`src/rtl/chan_irq_pkg.sv`:
```
package chan_irq_pkg;

  localparam int unsigned ID_W = 6;
  localparam int unsigned EN_W = 4;

  // identification flag positions
  localparam int unsigned ID_RX  = 5;
  localparam int unsigned ID_TX  = 4;
  localparam int unsigned ID_SRC = 3;
  localparam int unsigned ID_CD  = 2;
  localparam int unsigned ID_CTS = 1;
  localparam int unsigned ID_DSR = 0;

  // enable byte positions
  localparam int unsigned EN_MODEM = 0;
  localparam int unsigned EN_RX    = 1;
  localparam int unsigned EN_SRC   = 2;
  localparam int unsigned EN_TX    = 3;

  typedef struct packed {
    logic       per_only;
    logic [2:0] rate;
    logic       host_en;
  } hub_ctrl_t;

  // expand the 4-bit enable byte into a mask over the six id flags
  function automatic logic [ID_W-1:0] id_gate_mask(input logic [EN_W-1:0] en);
    logic [ID_W-1:0] m;
    m         = '0;
    m[ID_RX]  = en[EN_RX];
    m[ID_TX]  = en[EN_TX];
    m[ID_SRC] = en[EN_SRC];
    m[ID_CD]  = en[EN_MODEM];
    m[ID_CTS] = en[EN_MODEM];
    m[ID_DSR] = en[EN_MODEM];
    return m;
  endfunction

  // tick period in clocks for a rate code; 0 means no tick
  function automatic int unsigned pace_period(input int unsigned base, input logic [2:0] code);
    if (code == 3'd0 || code == 3'd7) return 0;
    return base >> (int'(code) - 1);
  endfunction

endpackage

```
`src/rtl/chan_irq_flags.sv`:
```
module chan_irq_flags
  import chan_irq_pkg::*;
#(
  parameter int unsigned SYNC_STAGES = 2
) (
  input  logic            clk,
  input  logic            rst_n,
  input  logic            ev_rx,
  input  logic            ev_tx,
  input  logic            ev_src,
  input  logic            cd_raw,
  input  logic            cts_raw,
  input  logic            dsr_raw,
  input  logic            rd_clr,
  input  logic            en_wr,
  input  logic [EN_W-1:0] en_wdata,
  output logic [ID_W-1:0] id_flags,
  output logic [EN_W-1:0] en_q,
  output logic            pend
);

  localparam int unsigned LAST = SYNC_STAGES - 1;

  logic [2:0]      stg [SYNC_STAGES];
  logic [2:0]      stg_prev;
  logic [2:0]      modem_edge;
  logic [ID_W-1:0] set_vec;

  always_ff @(posedge clk) begin
    if (!rst_n) begin
      for (int i = 0; i < SYNC_STAGES; i++) stg[i] <= '0;
      stg_prev <= '0;
    end else begin
      stg[0] <= {cd_raw, cts_raw, dsr_raw};
      for (int i = 1; i < SYNC_STAGES; i++) stg[i] <= stg[i-1];
      stg_prev <= stg[LAST];
    end
  end

  assign modem_edge = stg[LAST] ^ stg_prev;

  always_comb begin
    set_vec         = '0;
    set_vec[ID_RX]  = ev_rx;
    set_vec[ID_TX]  = ev_tx;
    set_vec[ID_SRC] = ev_src;
    set_vec[ID_CD]  = modem_edge[2];
    set_vec[ID_CTS] = modem_edge[1];
    set_vec[ID_DSR] = modem_edge[0];
  end

  always_ff @(posedge clk) begin
    if (!rst_n) begin
      id_flags <= '0;
      en_q     <= '0;
    end else begin
      id_flags <= (rd_clr ? '0 : id_flags) | set_vec;
      if (en_wr) en_q <= en_wdata;
    end
  end

  assign pend = |(id_flags & id_gate_mask(en_q));

  assert_tx_latch_R2: assert property (@(posedge clk) disable iff (!rst_n)
    ev_tx |=> id_flags[ID_TX]);
  assert_rx_ungated_R3: assert property (@(posedge clk) disable iff (!rst_n)
    (ev_rx && !en_q[EN_RX]) |=> id_flags[ID_RX]);
  assert_read_clears_R5: assert property (@(posedge clk) disable iff (!rst_n)
    (rd_clr && set_vec == '0) |=> id_flags == '0);
  assert_pend_needs_flag_R7: assert property (@(posedge clk) disable iff (!rst_n)
    pend |-> id_flags != '0);

endmodule

```
`src/rtl/chan_irq_pacer.sv`:
```
module chan_irq_pacer
  import chan_irq_pkg::*;
#(
  parameter int unsigned BASE_DIV = 256
) (
  input  logic       clk,
  input  logic       rst_n,
  input  logic [2:0] rate_code,
  input  logic       restart,
  output logic       tick
);

  localparam int unsigned CNT_W = $clog2(BASE_DIV + 1);

  logic [CNT_W-1:0] cnt;
  logic [CNT_W-1:0] period_w;
  logic             active;

  assign period_w = CNT_W'(pace_period(BASE_DIV, rate_code));
  assign active   = (period_w != '0);
  assign tick     = active && (cnt == period_w - CNT_W'(1));

  always_ff @(posedge clk) begin
    if (!rst_n)                  cnt <= '0;
    else if (restart || !active) cnt <= '0;
    else if (tick)               cnt <= '0;
    else                         cnt <= cnt + CNT_W'(1);
  end

  assert_tick_needs_rate_R10: assert property (@(posedge clk) disable iff (!rst_n)
    tick |-> (rate_code != 3'd0 && rate_code != 3'd7));
  assert_cnt_bound_R10: assert property (@(posedge clk) disable iff (!rst_n)
    active |-> cnt < period_w);

endmodule

```
`src/rtl/chan_irq_hostline.sv`:
```
module chan_irq_hostline (
  input  logic clk,
  input  logic rst_n,
  input  logic host_en,
  input  logic per_only,
  input  logic pend_any,
  input  logic tick,
  input  logic strobe,
  output logic irq
);

  logic cause;

  assign cause = host_en && (tick || (!per_only && pend_any));

  always_ff @(posedge clk) begin
    if (!rst_n)      irq <= 1'b0;
    else if (strobe) irq <= 1'b0;
    else if (cause)  irq <= 1'b1;
  end

  assert_rise_has_cause_R8: assert property (@(posedge clk) disable iff (!rst_n)
    $rose(irq) |-> $past(host_en));
  assert_strobe_clears_R9: assert property (@(posedge clk) disable iff (!rst_n)
    strobe |=> !irq);
  assert_perionly_quiet_R11: assert property (@(posedge clk) disable iff (!rst_n)
    (!irq && per_only && !tick) |=> !irq);
  assert_disabled_quiet_R12: assert property (@(posedge clk) disable iff (!rst_n)
    (!irq && !host_en) |=> !irq);

endmodule

```
`src/rtl/chan_irq_hub.sv`:
```
module chan_irq_hub
  import chan_irq_pkg::*;
#(
  parameter int unsigned NCH         = 8,
  parameter int unsigned BASE_DIV    = 256,
  parameter int unsigned SYNC_STAGES = 2,
  parameter int unsigned ADDR_W      = 5
) (
  input  logic              clk,
  input  logic              rst_n,
  input  logic              reg_wr,
  input  logic              reg_rd,
  input  logic [ADDR_W-1:0] reg_addr,
  input  logic [7:0]        reg_wdata,
  output logic [7:0]        reg_rdata,
  input  logic [NCH-1:0]    ev_rx_trig,
  input  logic [NCH-1:0]    ev_tx_empty,
  input  logic [NCH-1:0]    ev_rx_special,
  input  logic [NCH-1:0]    cd_in,
  input  logic [NCH-1:0]    cts_in,
  input  logic [NCH-1:0]    dsr_in,
  output logic              host_irq
);

  localparam int unsigned EN_BASE = NCH;
  localparam int unsigned PEND_A  = 2 * NCH;
  localparam int unsigned CTRL_A  = 2 * NCH + 1;
  localparam int unsigned STROBE_BIT = 2;

  logic [ID_W-1:0] id_q [NCH];
  logic [EN_W-1:0] en_q [NCH];
  logic [NCH-1:0]  pend_vec;
  logic [7:0]      pend_byte;
  hub_ctrl_t       ctrl_q;
  logic            ctrl_wr;
  logic            strobe;
  logic            tick;

  assign ctrl_wr = reg_wr && (reg_addr == ADDR_W'(CTRL_A));
  assign strobe  = ctrl_wr && reg_wdata[STROBE_BIT];

  for (genvar n = 0; n < NCH; n++) begin : g_chan
    chan_irq_flags #(.SYNC_STAGES(SYNC_STAGES)) u_flags (
      .clk      (clk),
      .rst_n    (rst_n),
      .ev_rx    (ev_rx_trig[n]),
      .ev_tx    (ev_tx_empty[n]),
      .ev_src   (ev_rx_special[n]),
      .cd_raw   (cd_in[n]),
      .cts_raw  (cts_in[n]),
      .dsr_raw  (dsr_in[n]),
      .rd_clr   (reg_rd && (reg_addr == ADDR_W'(n))),
      .en_wr    (reg_wr && (reg_addr == ADDR_W'(EN_BASE + n))),
      .en_wdata (reg_wdata[EN_W-1:0]),
      .id_flags (id_q[n]),
      .en_q     (en_q[n]),
      .pend     (pend_vec[n])
    );
  end

  always_ff @(posedge clk) begin
    if (!rst_n)       ctrl_q <= '0;
    else if (ctrl_wr) ctrl_q <= '{per_only: reg_wdata[7], rate: reg_wdata[6:4],
                                  host_en: reg_wdata[3]};
  end

  chan_irq_pacer #(.BASE_DIV(BASE_DIV)) u_pacer (
    .clk       (clk),
    .rst_n     (rst_n),
    .rate_code (ctrl_q.rate),
    .restart   (ctrl_wr),
    .tick      (tick)
  );

  chan_irq_hostline u_host (
    .clk      (clk),
    .rst_n    (rst_n),
    .host_en  (ctrl_q.host_en),
    .per_only (ctrl_q.per_only),
    .pend_any (|pend_vec),
    .tick     (tick),
    .strobe   (strobe),
    .irq      (host_irq)
  );

  always_comb begin
    pend_byte = '0;
    pend_byte[NCH-1:0] = pend_vec;
  end

  always_comb begin
    reg_rdata = '0;
    for (int i = 0; i < NCH; i++) begin
      if (reg_addr == ADDR_W'(i))           reg_rdata = {{(8-ID_W){1'b0}}, id_q[i]};
      if (reg_addr == ADDR_W'(EN_BASE + i)) reg_rdata = {{(8-EN_W){1'b0}}, en_q[i]};
    end
    if (reg_addr == ADDR_W'(PEND_A)) reg_rdata = pend_byte;
    if (reg_addr == ADDR_W'(CTRL_A)) reg_rdata = {ctrl_q.per_only, ctrl_q.rate, ctrl_q.host_en, 3'b000};
  end

  assert_pend_zero_after_reset_R1: assert property (@(posedge clk)
    $rose(rst_n) |-> (pend_vec == '0 && !host_irq));
  assert_tick_only_with_rate_R10: assert property (@(posedge clk) disable iff (!rst_n)
    tick |-> ctrl_q.rate != 3'd0);

endmodule

```
`config.mk`:
```
export PLATFORM = sky130hd
export DESIGN_NAME = chan_irq_hub
export DESIGN_NICKNAME = d
export VERILOG_FILES = /design/src/rtl/chan_irq_pkg.sv /design/src/rtl/chan_irq_flags.sv /design/src/rtl/chan_irq_pacer.sv /design/src/rtl/chan_irq_hostline.sv /design/src/rtl/chan_irq_hub.sv
export SDC_FILE = /design/constraint.sdc
export NUM_CORES = 1
export LEC_CHECK = 0
export ABC_AREA = 1
export BUFFER_PORTS_ARGS = -buffer_cell sky130_fd_sc_hd__buf_2
export CORE_UTILIZATION = 55
export DETAILED_ROUTE_END_ITERATION = 12
export HOLD_SLACK_MARGIN = 0.15
export PLACE_DENSITY = 0.75
export RECOVER_POWER = 50
export SLEW_MARGIN = 40
export SYNTH_ARGS = -nofsm -noshare
export SYNTH_HDL_FRONTEND = slang
export SYNTH_SLANG_ARGS = --single-unit
```
`constraint.sdc`:
```
create_clock -name clk -period 2.64 [get_ports clk]
set_input_delay 0.396 -clock clk [delete_from_list [all_inputs] [get_ports clk]]
set_output_delay 0.396 -clock clk [all_outputs]
set_load 0.01 [all_outputs]
```
==> metrics, run 1 <==
critical path arrival=2070 ps; Final nets=1,111; Req. time, crit path=2240 ps; fill cell count=1,083; worst hold slack=168 ps; I/O Buffers=73; logic gate share of total power=7.4%; initial antenna violation count=0; fmax=405 MHz; Worst R2R Path Depth=12; layout cells sized above 1=14.6%; max-slew violation count=0; Die Area=13,200 µm²; clk_skew=7.32 ps; total core area=12,200 µm²; worst hold path type=input pin to flop; n_diodes=0; CTS max path bufs=2; CP cell instances=buf_2 > inv_2 > nand3_2 > nor2_1 > inv_1 > or2_2 > nand2_1 > nand2_1 > nand2_1 > nand4_1 > nand2_1 > inv_1 > buf_2; HP Start=ev_rx_special[2]; Sink Count=167; Critical Path Most Common Cell=nand2_1; Seq cells post-synth=167; # resized after CTS=0; relative max-transition margin=16.2%; leakage power=3.89 nW; Clk network pwr share=43.2%; WL/cell=13.6 µm; Area Growth Syn to Fin=19.6%; GRT Residual Overflow=0; Iteration-0 DRC Markers=468; Post-CTS Setup Repair Bufs=0; post-layout min period=2470 ps; Final setup viols=0; RSZ-0062 raised after global routing=no; Syn Inst Count=936; hold path depth=3; Worst Tran Pin Value=1260 ps; MaxCap Viol Count=0; hold path endpoint=g_chan[2].u_flags.id_flags[3]; CTS H-Tree Depth=4; Total GRT Usage=26.6%; vias=6,212; Total Routed Length=16,600 µm; Clock Latency Late Sink=430 ps; Final Wtd Congestion=0.980; cts hold-fix bufs=24; IO Count=74; Yosys top cell area share=47.8%; peak supply drop=518 µV; CTS tree=done; DP HPWL=11,700 µm; worst r2r src=ctrl_q[1]; DRC viols=0; drt pass-1 iters=5; leading area contributor after synthesis=dfxtp_1; FP Rows=40; post-synth cell types=42; internal power=4.07 mW; Initial Util=57.3%; Worst R2R End=u_pacer.cnt[2]; max incr delay on CP=370 ps; number of synthesized flops with an enable pin=0; CP Max Fanout=6; PD cells=654 nW/µm²; count leader, synth=nand2_1; final period utilization=93.5%; TritonCTS Buffers=17; Mapped Area=7000 µm²; switching part of the total power=25.6%; Worst Setup Path Type=input pin to output port; vias in the first global route=5,574; setup TNS=0 ps; post-synthesis sequential area ratio=47.8%; root buf cell=clkbuf_16; syn_area_per_cell=7.48 µm²; Setup crit start kind=input pin; Switch Pwr=1.40 mW; largest net degree at the start of global routing=62; Final Hold Viols=0; R2R Setup Slk=280 ps; Worst-path clk slew=60 ps; Most used DFF post-synth=dfxtp_1; Synth Net Count=1,008; asr flop ratio synth=0%; Yosys warnings=0; CP delay by family, top=simple AND/OR/NAND/NOR gates; Pwr Total=5.47 mW; Commonest cells post-synth=nand2_1, dfxtp_1, inv_1; first-pass GRT wire length=26,700 µm; CP Capture Type=output port; Via density=5.09; Antenna Nets Post-Route=0; Buf+Inv Stages, Crit Path=5; Die Ht=115 µm; Synth area leaders=dfxtp_1, nand2_1, inv_1, a21oi_1, nor2_1; register share of total power=49.4%; slowest CP cell=nor2_1; die span in x=115 µm; status=complete, no violations
## worst max path at each step
| stage | from | endpoint | cells past startpoint |
|---|---|---|---|
| 6_report | reg_addr[4] | reg_rdata[2] | 13 |
| 5_1_grt | ctrl_q[1] | u_host.irq | 15 |
| 4_1_cts | reg_addr[3] | reg_rdata[0] | 15 |
| 3_5_place_dp | reg_addr[3] | reg_rdata[0] | 15 |
| 3_3_place_gp | reg_addr[3] | reg_rdata[0] | 15 |
| 2_1_floorplan | ctrl_q[1] | u_host.irq | 13 |
## per-stage QoR
step,utilization [%],area [µm²],worst slack (ps),instances
5_1_grt,68.5,8370,25.9,1220
4_1_cts,68.6,8380,253,1220
3_3_place_gp,61.9,7560,251,1164
2_1_floorplan,-,7000,485,936
6_report,68.5,8370,171,1220
3_5_place_dp,61.9,7560,259,1164
## cell type report
cell class / instances / area [µm²] / area share, %
Tap cell: 168 / 210 / 2.51
Clock inverter: 13 / 130 / 1.55
Clock buffer: 19 / 443 / 5.29
Inverter: 138 / 518 / 6.19
Timing Repair Buffer: 107 / 678 / 8.10
Sequential cell: 167 / 3340 / 39.9
Multi-Input combinational cell: 608 / 3050 / 36.4
## per-layer routing
metal	track usage, %	part of all wire, %	vias to the layer above
met5	0	0	-
met4	10.4	1.9	0
met2	40.9	44	216
li1	-	-	3172
met3	5.69	6.9	25
met1	36.7	47	2799
## state kept, by name, indices dropped and copies added, names as in the netlist
name                     flops
g_chan.u_flags.stg_prev     24
ctrl_q                       5
g_chan.u_flags.id_flags     48
u_pacer.cnt                  9
g_chan.u_flags.stg          48
u_host.irq                   1
g_chan.u_flags.en_q         32
## placed cells by master, fill, tap and decap left out, types with 3 or more instances in the layout
cell and count:
a21oi_2 4, nand3_2 3, nand3_1 32, dlygate4sd3_1 24
nand2_1 239, nor2_2 11, buf_2 72, clkbuf_16 17
inv_1 130, nor3_1 12, o22ai_1 3, o21ai_0 39
ha_1 7, nand4_1 11, dfxtp_1 167, o2111ai_1 3
xor2_1 5, a221oi_1 3, nand2_2 4, a211oi_1 6
a22o_1 4, xnor2_1 26, o21ai_1 5, nor2_1 71
a21oi_1 97, inv_6 8, buf_4 9, nor2_4 4
inv_2 6
## cell families (layout without fill, tap and decap cells)
kind of cell | Yosys count | in the layout | synth area share [%]
AND/OR/NAND/NOR | 395 | 395 | 24.2
adder cells (fa/ha/maj) | 7 | 7 | 1.25
AO/OA/AOI/OAI | 173 | 173 | 13.8
XOR/XNOR | 32 | 32 | 4.20
buffers and inverters | 161 | 277 | 8.67
flip-flops | 167 | 167 | 47.8
other | 1 | 1 | 0.0536
## power groups by stage
stage | sequential [mW] | clock [mW] | combinational (mW)
after CTS | 2.70 | 2.41 | 0.400
after global routing | 2.71 | 2.50 | 0.452
after detailed placement | 2.76 | 0 | 0.370
after floorplan | 2.73 | 0 | 0.245
final | 2.70 | 2.37 | 0.403
after global placement | 2.76 | 0 | 0.364
## worst register-to-register path: stages, from the launching register on
cell and delay [ps]:
dfxtp_1 420, inv_2 110, ha_1 390, nor2_1 160, nand2_1 80, ha_1 240
xnor3_1 340, nor2_1 100, nand2_1 70, nor2_2 90, nand2_2 80, nand3_4 120
nor2_1 60
Note: power is estimated with default switching activity, not from simulation.
==> run 2: changes to the inputs <==
==> constraint.sdc (replaced) <==
create_clock -name clk -period 2.64 [get_ports clk]
set_input_delay 0.264 -clock clk [delete_from_list [all_inputs] [get_ports clk]]
set_output_delay 0.264 -clock clk [all_outputs]
set_load 0.01 [all_outputs]
==> run 2 against run 1 <==
  * The run now ends with max-capacitance violations, max-slew violations left
  * Global-route usage rose by 0.090 points
  * Register-to-register slack about the same
  * Count of clock-buffer cells in the layout stayed put
  * Highest routed layer unchanged
  * First-iteration DRC count increased by 0.85%
  * Combinational power increased by 8.4%
  * Utilization increased by 2.1 points
  * Design area up 3.1%
  * Clock skew grew 0.95 ps
  * Hold slack improved by 18 ps
==> metrics, run 2 (synthesis gave the netlist of run 1 again) <==
register share of total power=48.5% (-0.9 points); drt pass-1 iters=8 (+3); Die Ht=115 µm (unchanged); CTS H-Tree Depth=4 (unchanged); fill cell count=1,032 (-4.7%); slowest CP cell=dfxtp_1; Regs by FF count=g_chan.u_flags.id_flags (48), g_chan.u_flags.stg (48), g_chan.u_flags.en_q (32); CP Capture Type=flop; final instance area=8630 µm² (+3.1%); logic gate share of total power=7.8% (+0.4 points); Final nets=1,136 (+2.3%); R2R Setup Slk=280 ps (about the same); dpl cells=1,162 (-0.17%); WL/cell=13.7 µm (+0.60%); max-slew violation count=34 (+34); DRC viols=0 (unchanged); final period utilization=89.3% (-4.2 points); Post-CTS Setup Repair Bufs=0 (unchanged); peak supply drop=428 µV (-17%); CP startpoint=ctrl_q[1]; IO Count=74 (unchanged); Seq. cell area=3340 µm² (unchanged); Via density=5.07 (-0.37%); Switch Pwr=1.37 mW (-2.4%); largest net degree at the start of global routing=57 (-8.1%); Antenna Nets Post-Route=0 (unchanged); CP cell instances=inv_2 > ha_1 > nor2_1 > nand2_1 > ha_1 > xnor3_1 > nor2_1 > nand2_1 > nor2_2 > nand2_2 > nand2_1 > nand2_1 > a21oi_2; PD cells=645 nW/µm² (-1.3%); clk_skew=8.27 ps (+0.947 ps); Worst Setup Path Type=flop to flop; Worst R2R End=u_host.irq; Worst R2R Path Depth=13 (+1); DP HPWL=11,700 µm (about the same); max incr delay on CP=400 ps (+30 ps); Area Growth Syn to Fin=23.3%; CTS max path bufs=2 (unchanged); TritonCTS Buffers=17 (unchanged); first-pass GRT wire length=26,800 µm (+0.44%); vias in the first global route=5,708 (+2.4%); Critical Path Most Common Cell=nand2_1; Worst Tran Pin Value=1570 ps (+309 ps); GRT Residual Overflow=0 (unchanged); vias=6,316 (+1.7%); RSZ-0062 raised after global routing=no; n_diodes=0 (unchanged); fmax=424 MHz (+4.7%); Post-DP Area=7550 µm² (-0.20%); root buf cell=clkbuf_16; Final Wtd Congestion=0.908 (-7.3%); Sink Count=167 (unchanged); I/O Buffers=73 (unchanged); worst r2r src=ctrl_q[1]; CP Max Fanout=6 (unchanged); CTS tree=done; Total GRT Usage=26.7% (+0.090 points); total core area=12,200 µm² (unchanged); Total Routed Length=17,000 µm (+2.7%); die span in x=115 µm (unchanged); Final WS setup=282 ps (+112 ps); Setup crit start kind=flop; Worst-path clk slew=70 ps (about the same); most common cell after layout, fill and taps aside=nand2_1; failing checks=max-capacitance violations, max-slew violations; Finished Layout Cells=1,245 (+2.0%); Util after Layout=70.6% (+2.1 points); Initial Util=57.3% (unchanged); Iteration-0 DRC Markers=472 (+0.85%); layout cells sized above 1=13.9% (-0.71 points); leakage power=3.98 nW (+2.4%); critical path arrival=2720 ps (+650 ps); most frequent cells in the layout=nand2_1, dfxtp_1, inv_1; multi-input logic area=3050 µm² (about the same); initial antenna violation count=0 (unchanged); post-layout min period=2360 ps (-112 ps); Worst setup endpoint=u_host.irq; internal power=4.20 mW (+3.1%); status=finished with violations; worst hold path type=input pin to flop; Final Hold Viols=0 (unchanged); Clk network pwr share=43.6% (+0.4 points); MaxCap Viol Count=1 (+1); pre-CTS worst setup slack=282 ps (+23.0 ps); setup TNS=0 ps (unchanged); Die Area=13,200 µm² (unchanged); switching part of the total power=24.6% (-1.0 points); FP Rows=40 (unchanged); Clock Latency Late Sink=430 ps (about the same); relative max-transition margin=-4.33% (-21 points); Final setup viols=0 (unchanged); Req. time, crit path=3000 ps (+760 ps)
-- run 2: cell type report --
class	count	area share, %
flip-flops and latches	167	38.8
multi-input cells	608	35.3
repair buffers	132	10.7
inverters	138	6.00
clock buffers	19	5.25
well taps	168	2.44
clock inverters	13	1.51
-- run 2: critical path, delay by kind of cell, from the launching register on --
family | cells | cell delay, ps
AOI/OAI and AO/OA | 1 | 110
and+or+nand+nor | 8 | 710
DFF | 1 | 400
xor gates and xnor gates | 1 | 340
adders and majority gates | 2 | 640
buffers and inverters | 1 | 110
-- run 2: stage by stage --
stage | hold WS (ps) | power, mW
final | 185 | 5.57
after global routing | 187 | 5.76
after CTS | 162 | 5.59
after detailed placement | 397 | 3.13
after global placement | 394 | 3.12
after floorplan | 362 | 2.98
-- run 2: what timing repair did --
item	4_1_cts	5_1_grt
gates resized for setup	0	0
hold buffers	51	0
hold endpoints to repair	51	0
-- run 2: layer usage --
layer / up-vias / global-route usage [%] / routed length (µm)
met2: 244 / 43.1 / 7640
met4: 0 / 9.35 / 357
met3: 27 / 5.22 / 1270
met5: - / 0 / 0
met1: 2826 / 35.8 / 7730
li1: 3219 / - / -
-- run 2: power groups by stage --
stage,logic (mW),registers (mW),clock network (mW)
2_1_floorplan,0.245,2.73,0
3_3_place_gp,0.364,2.75,0
3_5_place_dp,0.371,2.76,0
4_1_cts,0.432,2.70,2.46
5_1_grt,0.481,2.71,2.57
6_report,0.437,2.70,2.43
-- run 2: worst min-delay path by stage --
stage	startpoint	end	depth (start not counted)
after floorplan	dsr_in[0]	g_chan[0].u_flags.stg[0][0]	2
after global placement	g_chan[2].u_flags.stg[0][0]	g_chan[2].u_flags.stg[0][3]	2
after detailed placement	g_chan[7].u_flags.stg[0][2]	g_chan[7].u_flags.stg[0][5]	2
after CTS	reg_wdata[6]	ctrl_q[3]	3
after global routing	reg_wdata[6]	ctrl_q[3]	3
final	reg_wdata[6]	ctrl_q[3]	3
